### config.mk
export PLATFORM = sky130hd
export DESIGN_NAME = flag_alu
export DESIGN_NICKNAME = d
export VERILOG_FILES = /design/src/rtl/alu_pkg.sv /design/src/rtl/alu_addsub.sv /design/src/rtl/alu_bitops.sv /design/src/rtl/alu_core.sv /design/src/rtl/flag_alu.sv
export SDC_FILE = /design/constraint.sdc
export NUM_CORES = 1
export LEC_CHECK = 0
export BUFFER_PORTS_ARGS = -buffer_cell sky130_fd_sc_hd__clkbuf_2
export CAP_MARGIN = 5
export CORE_ASPECT_RATIO = 0.7
export CORE_MARGIN = 2
export CORE_UTILIZATION = 40
export CTS_BUF_LIST = sky130_fd_sc_hd__clkbuf_16
export CTS_CLUSTER_DIAMETER = 30
export CTS_CLUSTER_SIZE = 25
export DETAILED_ROUTE_END_ITERATION = 8
export PLACE_DENSITY = 0.64
export SYNTH_ARGS = -nofsm -noshare
export SYNTH_HDL_FRONTEND = slang
export SYNTH_SLANG_ARGS = --single-unit
### constraint.sdc
create_clock -name clk -period 5.45 [get_ports clk]
set_clock_uncertainty 0.2 [all_clocks]
set_input_delay 0.2725 -clock clk [delete_from_list [all_inputs] [get_ports clk]]
set_output_delay 0.2725 -clock clk [all_outputs]
set_load 0.02 [all_outputs]
### src/rtl/alu_pkg.sv
package alu_pkg;

  typedef enum logic [3:0] {
    OP_ADD  = 4'd0,
    OP_ADDC = 4'd1,
    OP_SUB  = 4'd2,
    OP_SUBB = 4'd3,
    OP_AND  = 4'd4,
    OP_IOR  = 4'd5,
    OP_XOR  = 4'd6,
    OP_SL   = 4'd7,
    OP_LSR  = 4'd8,
    OP_ASR  = 4'd9
  } alu_op_e;

  localparam int FLAG_N = 5;
  localparam int FL_C   = 0;
  localparam int FL_Z   = 1;
  localparam int FL_N   = 2;
  localparam int FL_OV  = 3;
  localparam int FL_DC  = 4;

  localparam logic [FLAG_N-1:0] UPD_ARITH = 5'b11111;
  localparam logic [FLAG_N-1:0] UPD_LOGIC = 5'b00110;
  localparam logic [FLAG_N-1:0] UPD_SHIFT = 5'b00111;
  localparam logic [FLAG_N-1:0] UPD_NONE  = 5'b00000;

endpackage

### src/rtl/alu_addsub.sv
module alu_addsub #(
  parameter int W  = 16,
  parameter int BW = 8,
  parameter int NW = 4
) (
  input  logic [W-1:0] a,
  input  logic [W-1:0] b,
  input  logic         cin,
  input  logic         sub,
  input  logic         byte_sel,
  output logic [W-1:0] res,
  output logic         c_out,
  output logic         dc_out,
  output logic         ov_out
);
  logic [W-1:0]  b_eff;
  logic [W:0]    w_sum;
  logic [BW:0]   l_sum;
  logic [NW:0]   n_sum;

  always_comb begin
    b_eff = sub ? ~b : b;
    w_sum = {1'b0, a} + {1'b0, b_eff} + {{W{1'b0}}, cin};
    l_sum = {1'b0, a[BW-1:0]} + {1'b0, b_eff[BW-1:0]} + {{BW{1'b0}}, cin};
    n_sum = {1'b0, a[NW-1:0]} + {1'b0, b_eff[NW-1:0]} + {{NW{1'b0}}, cin};
    dc_out = n_sum[NW];
    if (byte_sel) begin
      res    = {a[W-1:BW], l_sum[BW-1:0]};
      c_out  = l_sum[BW];
      ov_out = (a[BW-1] == b_eff[BW-1]) && (l_sum[BW-1] != a[BW-1]);
    end else begin
      res    = w_sum[W-1:0];
      c_out  = w_sum[W];
      ov_out = (a[W-1] == b_eff[W-1]) && (w_sum[W-1] != a[W-1]);
    end
  end
endmodule

### src/rtl/alu_bitops.sv
module alu_bitops
  import alu_pkg::*;
#(
  parameter int W  = 16,
  parameter int BW = 8
) (
  input  logic [W-1:0] a,
  input  logic [W-1:0] b,
  input  logic [3:0]   op,
  input  logic         byte_sel,
  output logic [W-1:0] res,
  output logic         c_out
);
  logic [W-1:0]  w_res;
  logic          w_c;
  logic [BW-1:0] l_res;
  logic          l_c;

  always_comb begin
    w_c = 1'b0;
    l_c = 1'b0;
    case (op)
      OP_AND: begin w_res = a & b; l_res = a[BW-1:0] & b[BW-1:0]; end
      OP_IOR: begin w_res = a | b; l_res = a[BW-1:0] | b[BW-1:0]; end
      OP_XOR: begin w_res = a ^ b; l_res = a[BW-1:0] ^ b[BW-1:0]; end
      OP_SL: begin
        w_res = {a[W-2:0], 1'b0};       w_c = a[W-1];
        l_res = {a[BW-2:0], 1'b0};      l_c = a[BW-1];
      end
      OP_LSR: begin
        w_res = {1'b0, a[W-1:1]};       w_c = a[0];
        l_res = {1'b0, a[BW-1:1]};      l_c = a[0];
      end
      OP_ASR: begin
        w_res = {a[W-1], a[W-1:1]};     w_c = a[0];
        l_res = {a[BW-1], a[BW-1:1]};   l_c = a[0];
      end
      default: begin w_res = a; l_res = a[BW-1:0]; end
    endcase
    res   = byte_sel ? {a[W-1:BW], l_res} : w_res;
    c_out = byte_sel ? l_c : w_c;
  end
endmodule

### src/rtl/alu_core.sv
module alu_core
  import alu_pkg::*;
#(
  parameter int W  = 16,
  parameter int BW = 8,
  parameter int NW = 4
) (
  input  logic [W-1:0]      a,
  input  logic [W-1:0]      b,
  input  logic [3:0]        op,
  input  logic              byte_sel,
  input  logic              c_in,
  output logic [W-1:0]      res,
  output logic [FLAG_N-1:0] flg,
  output logic [FLAG_N-1:0] upd
);
  logic         is_sub, use_c, cin;
  logic [W-1:0] as_res, bo_res;
  logic         as_c, as_dc, as_ov, bo_c;

  assign is_sub = (op == OP_SUB) || (op == OP_SUBB);
  assign use_c  = (op == OP_ADDC) || (op == OP_SUBB);
  assign cin    = use_c ? c_in : is_sub;

  alu_addsub #(.W(W), .BW(BW), .NW(NW)) u_as (
    .a(a), .b(b), .cin(cin), .sub(is_sub), .byte_sel(byte_sel),
    .res(as_res), .c_out(as_c), .dc_out(as_dc), .ov_out(as_ov)
  );

  alu_bitops #(.W(W), .BW(BW)) u_bo (
    .a(a), .b(b), .op(op), .byte_sel(byte_sel),
    .res(bo_res), .c_out(bo_c)
  );

  always_comb begin
    flg = '0;
    case (op)
      OP_ADD, OP_ADDC, OP_SUB, OP_SUBB: begin
        res = as_res;
        upd = UPD_ARITH;
        flg[FL_C]  = as_c;
        flg[FL_OV] = as_ov;
        flg[FL_DC] = as_dc;
      end
      OP_AND, OP_IOR, OP_XOR: begin
        res = bo_res;
        upd = UPD_LOGIC;
      end
      OP_SL, OP_LSR, OP_ASR: begin
        res = bo_res;
        upd = UPD_SHIFT;
        flg[FL_C] = bo_c;
      end
      default: begin
        res = a;
        upd = UPD_NONE;
      end
    endcase
    if (byte_sel) begin
      flg[FL_Z] = (res[BW-1:0] == '0);
      flg[FL_N] = res[BW-1];
    end else begin
      flg[FL_Z] = (res == '0);
      flg[FL_N] = res[W-1];
    end
  end
endmodule

### src/rtl/flag_alu.sv
module flag_alu
  import alu_pkg::*;
#(
  parameter int DATA_W = 16,
  parameter int LANE_W = DATA_W / 2,
  parameter int NIB_W  = 4
) (
  input  logic              clk,
  input  logic              rst,
  input  logic              valid_i,
  input  logic [3:0]        op_i,
  input  logic              byte_i,
  input  logic [DATA_W-1:0] a_i,
  input  logic [DATA_W-1:0] b_i,
  output logic [DATA_W-1:0] result_o,
  output logic [FLAG_N-1:0] flags_o
);
  logic [DATA_W-1:0] core_res;
  logic [FLAG_N-1:0] core_flg, core_upd;

  alu_core #(.W(DATA_W), .BW(LANE_W), .NW(NIB_W)) u_core (
    .a(a_i), .b(b_i), .op(op_i), .byte_sel(byte_i), .c_in(flags_o[FL_C]),
    .res(core_res), .flg(core_flg), .upd(core_upd)
  );

  always_ff @(posedge clk) begin
    if (rst) begin
      result_o <= '0;
      flags_o  <= '0;
    end else if (valid_i) begin
      result_o <= core_res;
      flags_o  <= (flags_o & ~core_upd) | (core_flg & core_upd);
    end
  end
endmodule

Word-level counts from Yosys, hierarchy flattened
Index checks and enable logic that the tools add are counted.

Add/sub/neg operators: 6. Equality and inequality tests: 13. Mux-type cells: 16. Bitwise logic cells: 11. Reduce and logical (&&, ||, !) cells: 12.

Operators with widths (number): 16-bit one-hot mux with 6 select lines (1); 16-bit 2-to-1 mux (3); 8-bit one-hot mux with 6 select lines (1); 16-bit one-hot mux with 2 select lines (1); 16-bit by 16-bit adder with 17-bit output (1); 17-bit by 1-bit adder with 17-bit output (1); 16-bit AND (1); 4-bit by 3-bit == test with 1-bit output, second input constant (4); 16-bit zero test (1); 16-bit NOT (1); 16-bit OR (1); 16-bit XOR (1); 5-bit one-hot mux with 3 select lines (1); 5-bit AND (2); 8-bit by 8-bit adder with 9-bit output (1); 9-bit by 1-bit adder with 9-bit output (1); 8-bit AND (1); 4-bit by 2-bit == test with 1-bit output, second input constant (2); 4-bit == test, second input constant (2); 8-bit zero test (1); 8-bit OR (1); 8-bit XOR (1); 1-bit one-hot mux with 2 select lines (3); 3-bit OR reduction (2); other kinds (15) (23).

Bits in registers: 21. Output and inout port bits: 21. Word-level logic and storage cells: 60.

Longest topological paths before layout
Gate-level depths: netlist of the first run.

Word-level depth: 11. Mapped depth: 18. Depth with buffers taken out: 14.

Modules after synthesis
Synthesis of the first run repeated with hierarchy kept, for this count alone.

Cells, all modules: 535. Area, all modules: 3928.8 µm².

Modules (own cells, without submodules): alu_bitops (instances 1, cells an instance 205, area each 1412.6 µm², seq. area each 0.0 µm²); alu_addsub (instances 1, cells an instance 148, area each 1092.3 µm², seq. area each 0.0 µm²); flag_alu (instances 1, cells an instance 73, area each 799.5 µm², seq. area each 420.4 µm²); alu_core (instances 1, cells an instance 109, area each 624.3 µm², seq. area each 0.0 µm²).

Least setup slack after synthesis of the first run
No wires, ideal clock.

Path type: input port to flip-flop. Start point: input op_i[1]. End point: register (tool-made name). Arrival time: 3442 ps. Data required time: 5181 ps. Setup slack: 1739 ps. Stages on the path: 18. Buffers on the path: 7. Cell sequence: buf_6 buf_6 buf_6 buf_2 and2_1 buf_2 buf_2 xnor2_1 ha_1 buf_6 a211o_1 a21oi_2 o21ai_2 or3_1 a31o_1 a2111oi_4 a41oi_1 o21ai_1.

RTL lines: from (decl) (RTL line flag_alu.sv:11) `input logic [3:0] op_i,`.

==> qor.csv, run 1 <==
stage,metric,value,unit
setup_path,critPathKind,input pin to register,
die,die_h,83.9,µm
clocking,cts_tree,built,
logic_synthesis,syn_area_per_cell,7.75,µm²
setup_path,startpoint_type,input pin,
sta,rsz0062_at_grt,false,
logic_synthesis,synthCells,471,
sta,finalCritPeriodShare,70.0,%
pwr,p_leak,1.79,nW
logic_synthesis,yosys_warnings,0,
drt,num_vias,3642,
layout,finalInstanceArea,3970,µm²
grt,grt_pass1_vias,3457,
clocking,htreeDepth,1,
die,top_level_ports,61,
logic_synthesis,syn_nets,560,
clocking,clock_path_buffers,2,
die,coreArea,8960,µm²
clocking,ctsResizeCount,0,
drt,drt-wirelength-per-cell,17.6,µm
sta,setup_tns,0,ns
logic_synthesis,synth_area,3650,µm²
clocking,clock-sinks,21,
die,start_util,40.8,%
clocking,clock_latency,0.26,ns
layout,nNetsFinal,596,
grt,track_usage,22.6,%
setup_path,crit_path_start,op_i[2],
drt,routed_wl,11100,µm
clocking,hold_buffers,0,
die,dieArea,9920,µm²
logic_synthesis,synth_cell_types,69,
clocking,clk_pin_slew,0.06,ns
drt,drtIter0Drc,285,
placed_design,dpl_cell_area,3890,µm²
clocking,post_cts_buffers,0,
drt,routed_via_density,5.78,
layout,regArea,420,µm²
clocking,cts_root_buf,clkbuf_16,
drt,drt_first_pass_iters,5,
placed_design,dpl.hpwl,8800,µm
logic_synthesis,synth_seq_cells,21,
layout,n_antenna_cell,0,
grt,antenna_found_initial,0,
sta,min_period,3.82,ns
logic_synthesis,synth_edf_count,0,
layout,drive_above_1_share,18.0,%
drt,ant_nets,0,
sta,hold_viol,0,
placed_design,gp_congestion,0.964,
die,fp.dieW,118,µm
worst_hold_path,hp-class,register to register,
sta,drv_slew,0,
grt,grt_max_degree,38,
layout,multi_input_area,2800,µm²
layout,num-fill-cells,938,
logic_synthesis,seq_area_frac_synth,11.5,%
sta,slew_headroom,52.9,%
die,fp-row-count,29,
layout,area_growth_syn_to_layout,8.74,%
setup_path,end_kind,register,
logic_synthesis,async_reset_ff_share,0,%
flow_run,maxCapViolations,0,
setup_path,critical_path_arrival,3.81,ns
pwr,p_per_area,179,nW/µm²
pwr,vdd_drop_max,0.0000981,V
drt,drc,0,
placed_design,portBuffers,60,
setup_path,crit_path_max_fanout,8,
sta,setup_viol,0,
clocking,cts_buffers,3,
setup_path,required,5.44,ns
sta,tightest_slew,0.707,ns
status,status,"complete, no violations",
sta,fmax,262,MHz
grt,overflow,0,
grt,grt_pass1_wl,18200,µm
pwr,p_total,0.711,mW
logic_synthesis,synthFlopType,dfxtp_1,
layer usage:
layer / global-route usage, % / part of all wire (%) / vias to the layer above
met3: 6.56 / 9.9 / 14
met4: 6.02 / 2.0 / 0
li1: - / - / 1774
met1: 31.9 / 47 / 1686
met2: 33.5 / 41 / 168
met5: 0 / 0 / -
final cells by class:
type,instances,area share (%)
inverters,48,4.54
repair buffers,65,8.51
multi-input cells,368,70.4
clock inverters,1,0.126
flip-flops and latches,21,10.6
clock buffers,3,1.89
well taps,124,3.91
through the flow:
| stage | cells | utilization (%) | hold slack [ns] | setup slack (ns) |
|---|---|---|---|---|
| 2_1_floorplan | 471 | - | 0.331 | 1.74 |
| 3_3_place_gp | 626 | 43.4 | 0.260 | 1.40 |
| 3_5_place_dp | 626 | 43.4 | 0.248 | 1.40 |
| 4_1_cts | 630 | 44.3 | 0.256 | 1.67 |
| 5_1_grt | 630 | 44.3 | 0.282 | 1.29 |
| 6_report | 630 | 44.3 | 0.257 | 1.63 |
worst max-delay path, stage by stage:
cell and delay (ns):
clkbuf_2 0.09, nor2_1 0.47, and2_1 0.36, xnor2_1 0.18, fa_1 0.25, inv_1 0.07
fa_1 0.38, nand2b_1 0.20, a21oi_1 0.20, o21ai_1 0.22, o2111a_1 0.29, a211oi_1 0.27
nor3b_1 0.26, a41oi_1 0.17, o21ai_1 0.14
layout by cell type, fill, tap and decap left out, types with 5 or more instances in the layout:
cell       n
clkbuf_2  60
dfxtp_1   21
a211oi_1  14
nand2_1   43
ha_1      47
xnor2_1   22
mux4_2     9
nor2_1    38
nand3_1   10
a31oi_1    6
nand2b_1   7
buf_4      5
nand4_1    5
o21ai_1   11
inv_1     47
nor3_1     8
o211ai_1   9
a21oi_1   27
mux2i_1   12
o21ai_0   20
report_power, final:
group	switching, mW	internal (mW)
Clock	0.0614	0.0987
Sequential	0.00644	0.166
Combinational	0.234	0.145
Yosys cell counts (all sizes together) (10+ instances only):
master,count,area [µm²]
nor2,39,154
clkbuf,15,100
xnor2,22,193
nand2,43,161
buf,19,154
o21ai,33,173
mux2i,12,120
a211oi,17,143
nand3,10,50.1
ha,47,588
dfxtp,21,420
a21oi,29,160
inv,47,176
final timing paths:
check | end | slack, ns | depth (start not counted)
hold reg to reg | register | 0.26 | 2
hold / removal | register | 0.26 | 2
setup / recovery | register | 1.63 | 15
setup reg to reg | register | 2.05 | 13
cells by family (layout without fill, tap and decap cells):
| kind of cell | count (synthesis) | after routing | synth area share, % |
|---|---|---|---|
| mux | 23 | 23 | 9.46 |
| xor+xnor | 25 | 25 | 6.00 |
| flops | 21 | 21 | 11.5 |
| simple gates | 133 | 133 | 17.0 |
| buf+inv | 82 | 117 | 11.9 |
| compound gates | 138 | 138 | 26.9 |
| fa+ha+maj | 49 | 49 | 17.2 |
Power figures use the tool's default switching activity.
==> run 2: changes to the inputs <==
Settings changed: ABC_AREA set to 1.
Clock period 5.45 ns to 3.75 ns, I/O delays scaled along.
==> run 2 against run 1 <==
Synthesized cell count grew 35%. Sequential share of layout area shrank 0.21 points. Critical path type unchanged. Register-to-register slack lost 1.3 ns. Via count grew 14%. Total power grew 39%. Non-clock buffer count shrank 1. Global-route usage grew 1.8 points. Worst setup slack lost 0.90 ns. Die area shrank 1.7%. Combinational power grew 34%. Sequential power grew 45%.
==> qor.csv, run 2 <==
stage,metric,value,unit
setup_path,crit_path_max_fanout,9,
logic_synthesis,syn_nets,723,
die,dieArea,9750,µm²
drt,drt_first_pass_iters,5,
logic_synthesis,synthCells,634,
sta,drv_slew,0,
sta,finalCritPeriodShare,80.3,%
sta,setup_tns,0,ns
sta,slew_headroom,32.0,%
clocking,clock_path_buffers,2,
status,status,"complete, no violations",
drt,drc,0,
setup_path,critPathMaxStageDelay,0.37,ns
layout,num-fill-cells,958,
setup_path,worstPathCellList,"clkbuf_2, nor2_2, buf_4, o21ai_0, nor2_1, fa_1, inv_1, fa_1, inv_1, nand3_1, nand3_1, nand3_1, nand4_1, nand3_1, nand2_1, nand2_1, nor2_1, nand2_1, o21bai_1, nand2_1, a21oi_1",
clocking,cts_buffers,3,
setup_path,end_kind,register,
grt,overflow,0,
die,top_level_ports,61,
setup_path,path_buf_inv,4,
sta,fmax,332,MHz
grt,antenna_found_initial,0,
logic_synthesis,syn_area_per_cell,5.66,µm²
layout,area_growth_syn_to_layout,13.0,%
clocking,hold_buffers,0,
placed_design,portBuffers,60,
layout,regArea,420,µm²
clocking,cts_root_buf,clkbuf_16,
sta,min_period,3.01,ns
placed_design,dpl_cell_area,3970,µm²
logic_synthesis,synth.most_common_cell,nand2_1,
die,fp-row-count,28,
flow_run,maxCapViolations,0,
logic_synthesis,synth_cell_types,35,
logic_synthesis,yosys.area.top_type_share,16.4,%
layout,multi_input_area,2650,µm²
worst_hold_path,hp-class,input pin to register,
layout,nNetsFinal,775,
sta,tightest_slew,1.02,ns
layout,final_cell_mix,"156 x nand2_1, 112 x inv_1, 98 x nor2_1",
logic_synthesis,seq_area_frac_synth,11.7,%
logic_synthesis,ys_top_cells_by_area,"ha_1 16%, nand2_1 16%, dfxtp_1 12%, inv_1 12%, nor2_1 10%",
drt,num_vias,4149,
logic_synthesis,synthFlopType,dfxtp_1,
pwr,p_per_area,244,nW/µm²
pwr,p_leak,2.33,nW
logic_synthesis,yosys_warnings,0,
layout,drive_above_1_share,11.8,%
die,start_util,41.8,%
drt,drtIter0Drc,320,
sta,rsz0062_at_grt,false,
clocking,ctsResizeCount,0,
logic_synthesis,synth_seq_cells,21,
setup_path,reg2reg_depth,18,
clocking,post_cts_buffers,0,
setup_path,critPathKind,input pin to register,
pwr,vdd_drop_max,0.000192,V
sta,holdWs,0.0645,ns
layout,n_antenna_cell,0,
drt,drt-wirelength-per-cell,14.6,µm
logic_synthesis,synth_area,3590,µm²
drt,routed_via_density,5.15,
placed_design,dpl.hpwl,9050,µm
die,coreArea,8580,µm²
layout,fin_util,47.2,%
setup_path,crit_cells,21,
placed_design,gp_congestion,0.944,
sta,hold_viol,0,
clocking,clk_pin_slew,0.06,ns
clocking,htreeDepth,1,
sta,setup_viol,0,
clocking,clock-sinks,21,
drt,ant_nets,0,
logic_synthesis,synth_edf_count,0,
setup_path,critical_path_arrival,3.00,ns
setup_path,crit_path_top_delay_cell,fa_1,
drt,routed_wl,11800,µm
grt,track_usage,24.4,%
setup_path,crit_path_start,op_i[2],
grt,grt_max_degree,25,
logic_synthesis,synth_common_cells,"156 x nand2_1, 112 x inv_1, 98 x nor2_1",
setup_path,rrSetupSlack,0.76,ns
logic_synthesis,yosysTopAreaCell,ha_1,
setup_path,required,3.74,ns
pwr,p_total,0.988,mW
layout,finalInstanceArea,4050,µm²
clocking,clock_latency,0.26,ns
grt,grt_pass1_wl,19100,µm
clocking,cts_tree,built,
logic_synthesis,async_reset_ff_share,0,%
die,die_h,83.2,µm
setup_path,cp_top_family,simple AND/OR/NAND/NOR gates,
setup_path,startpoint_type,input pin,
grt,grt_pass1_vias,3802,
layout,final_common_cell,nand2_1,
die,fp.dieW,117,µm
[run 2: logic make-up after synthesis]
kind of cell               after synthesis  share of synthesized area [%]
AOI/OAI and AO/OA                       98                           15.5
xor gates and xnor gates                16                           3.91
adders and majority gates               49                           17.5
buffers and inverters                  130                           14.5
DFF                                     21                           11.7
and+or+nand+nor                        320                           36.9
[run 2: worst min-delay path by stage]
stage / from / to / depth (start not counted) / slack [ns]
4_1_cts: rst / register / 2 / 0.06
2_1_floorplan: rst / register / 3 / 0.16
3_3_place_gp: register / register / 2 / 0.26
3_5_place_dp: register / register / 2 / 0.27
5_1_grt: rst / register / 2 / 0.09
6_report: rst / register / 2 / 0.06
[run 2: area by class of cell]
class                      instances  share of cell area, %
multi-input combinational        483                   65.3
clock buffer                       3                   1.85
inverter                         113                   10.5
sequential                        21                   10.4
clock inverter                     1                  0.185
timing repair buffer              64                   8.15
tap                              120                   3.70
[run 2: worst reg2reg max path: cells and delay by family (launching register included)]
family	cells	cell delay [ns]
adders and majority gates	2	0.57
and+or+nand+nor	11	1.22
AOI/OAI and AO/OA	3	0.35
buffers and inverters	2	0.21
DFF	1	0.36
[run 2: through the flow]
stage               cells  worst slack, ns
floorplan             634            0.925
global placement      801            0.595
detailed placement    801            0.576
CTS                   805            0.805
global route          805            0.347
finish                805            0.737
[run 2: power by group]
| part | switching [mW] | total, mW | internal, mW |
|---|---|---|---|
| combinational | 0.340 | 0.509 | 0.169 |
| clock | 0.0854 | 0.230 | 0.144 |
| sequential | 0.00893 | 0.249 | 0.240 |
[run 2: routing by layer]
metal	wire length (µm)	global-route usage (%)	vias up
met5	0	0	-
met4	213	4.39	0
met3	1080	4.82	21
met2	4750	35.7	164
met1	5750	36.9	1862
li1	-	-	2102
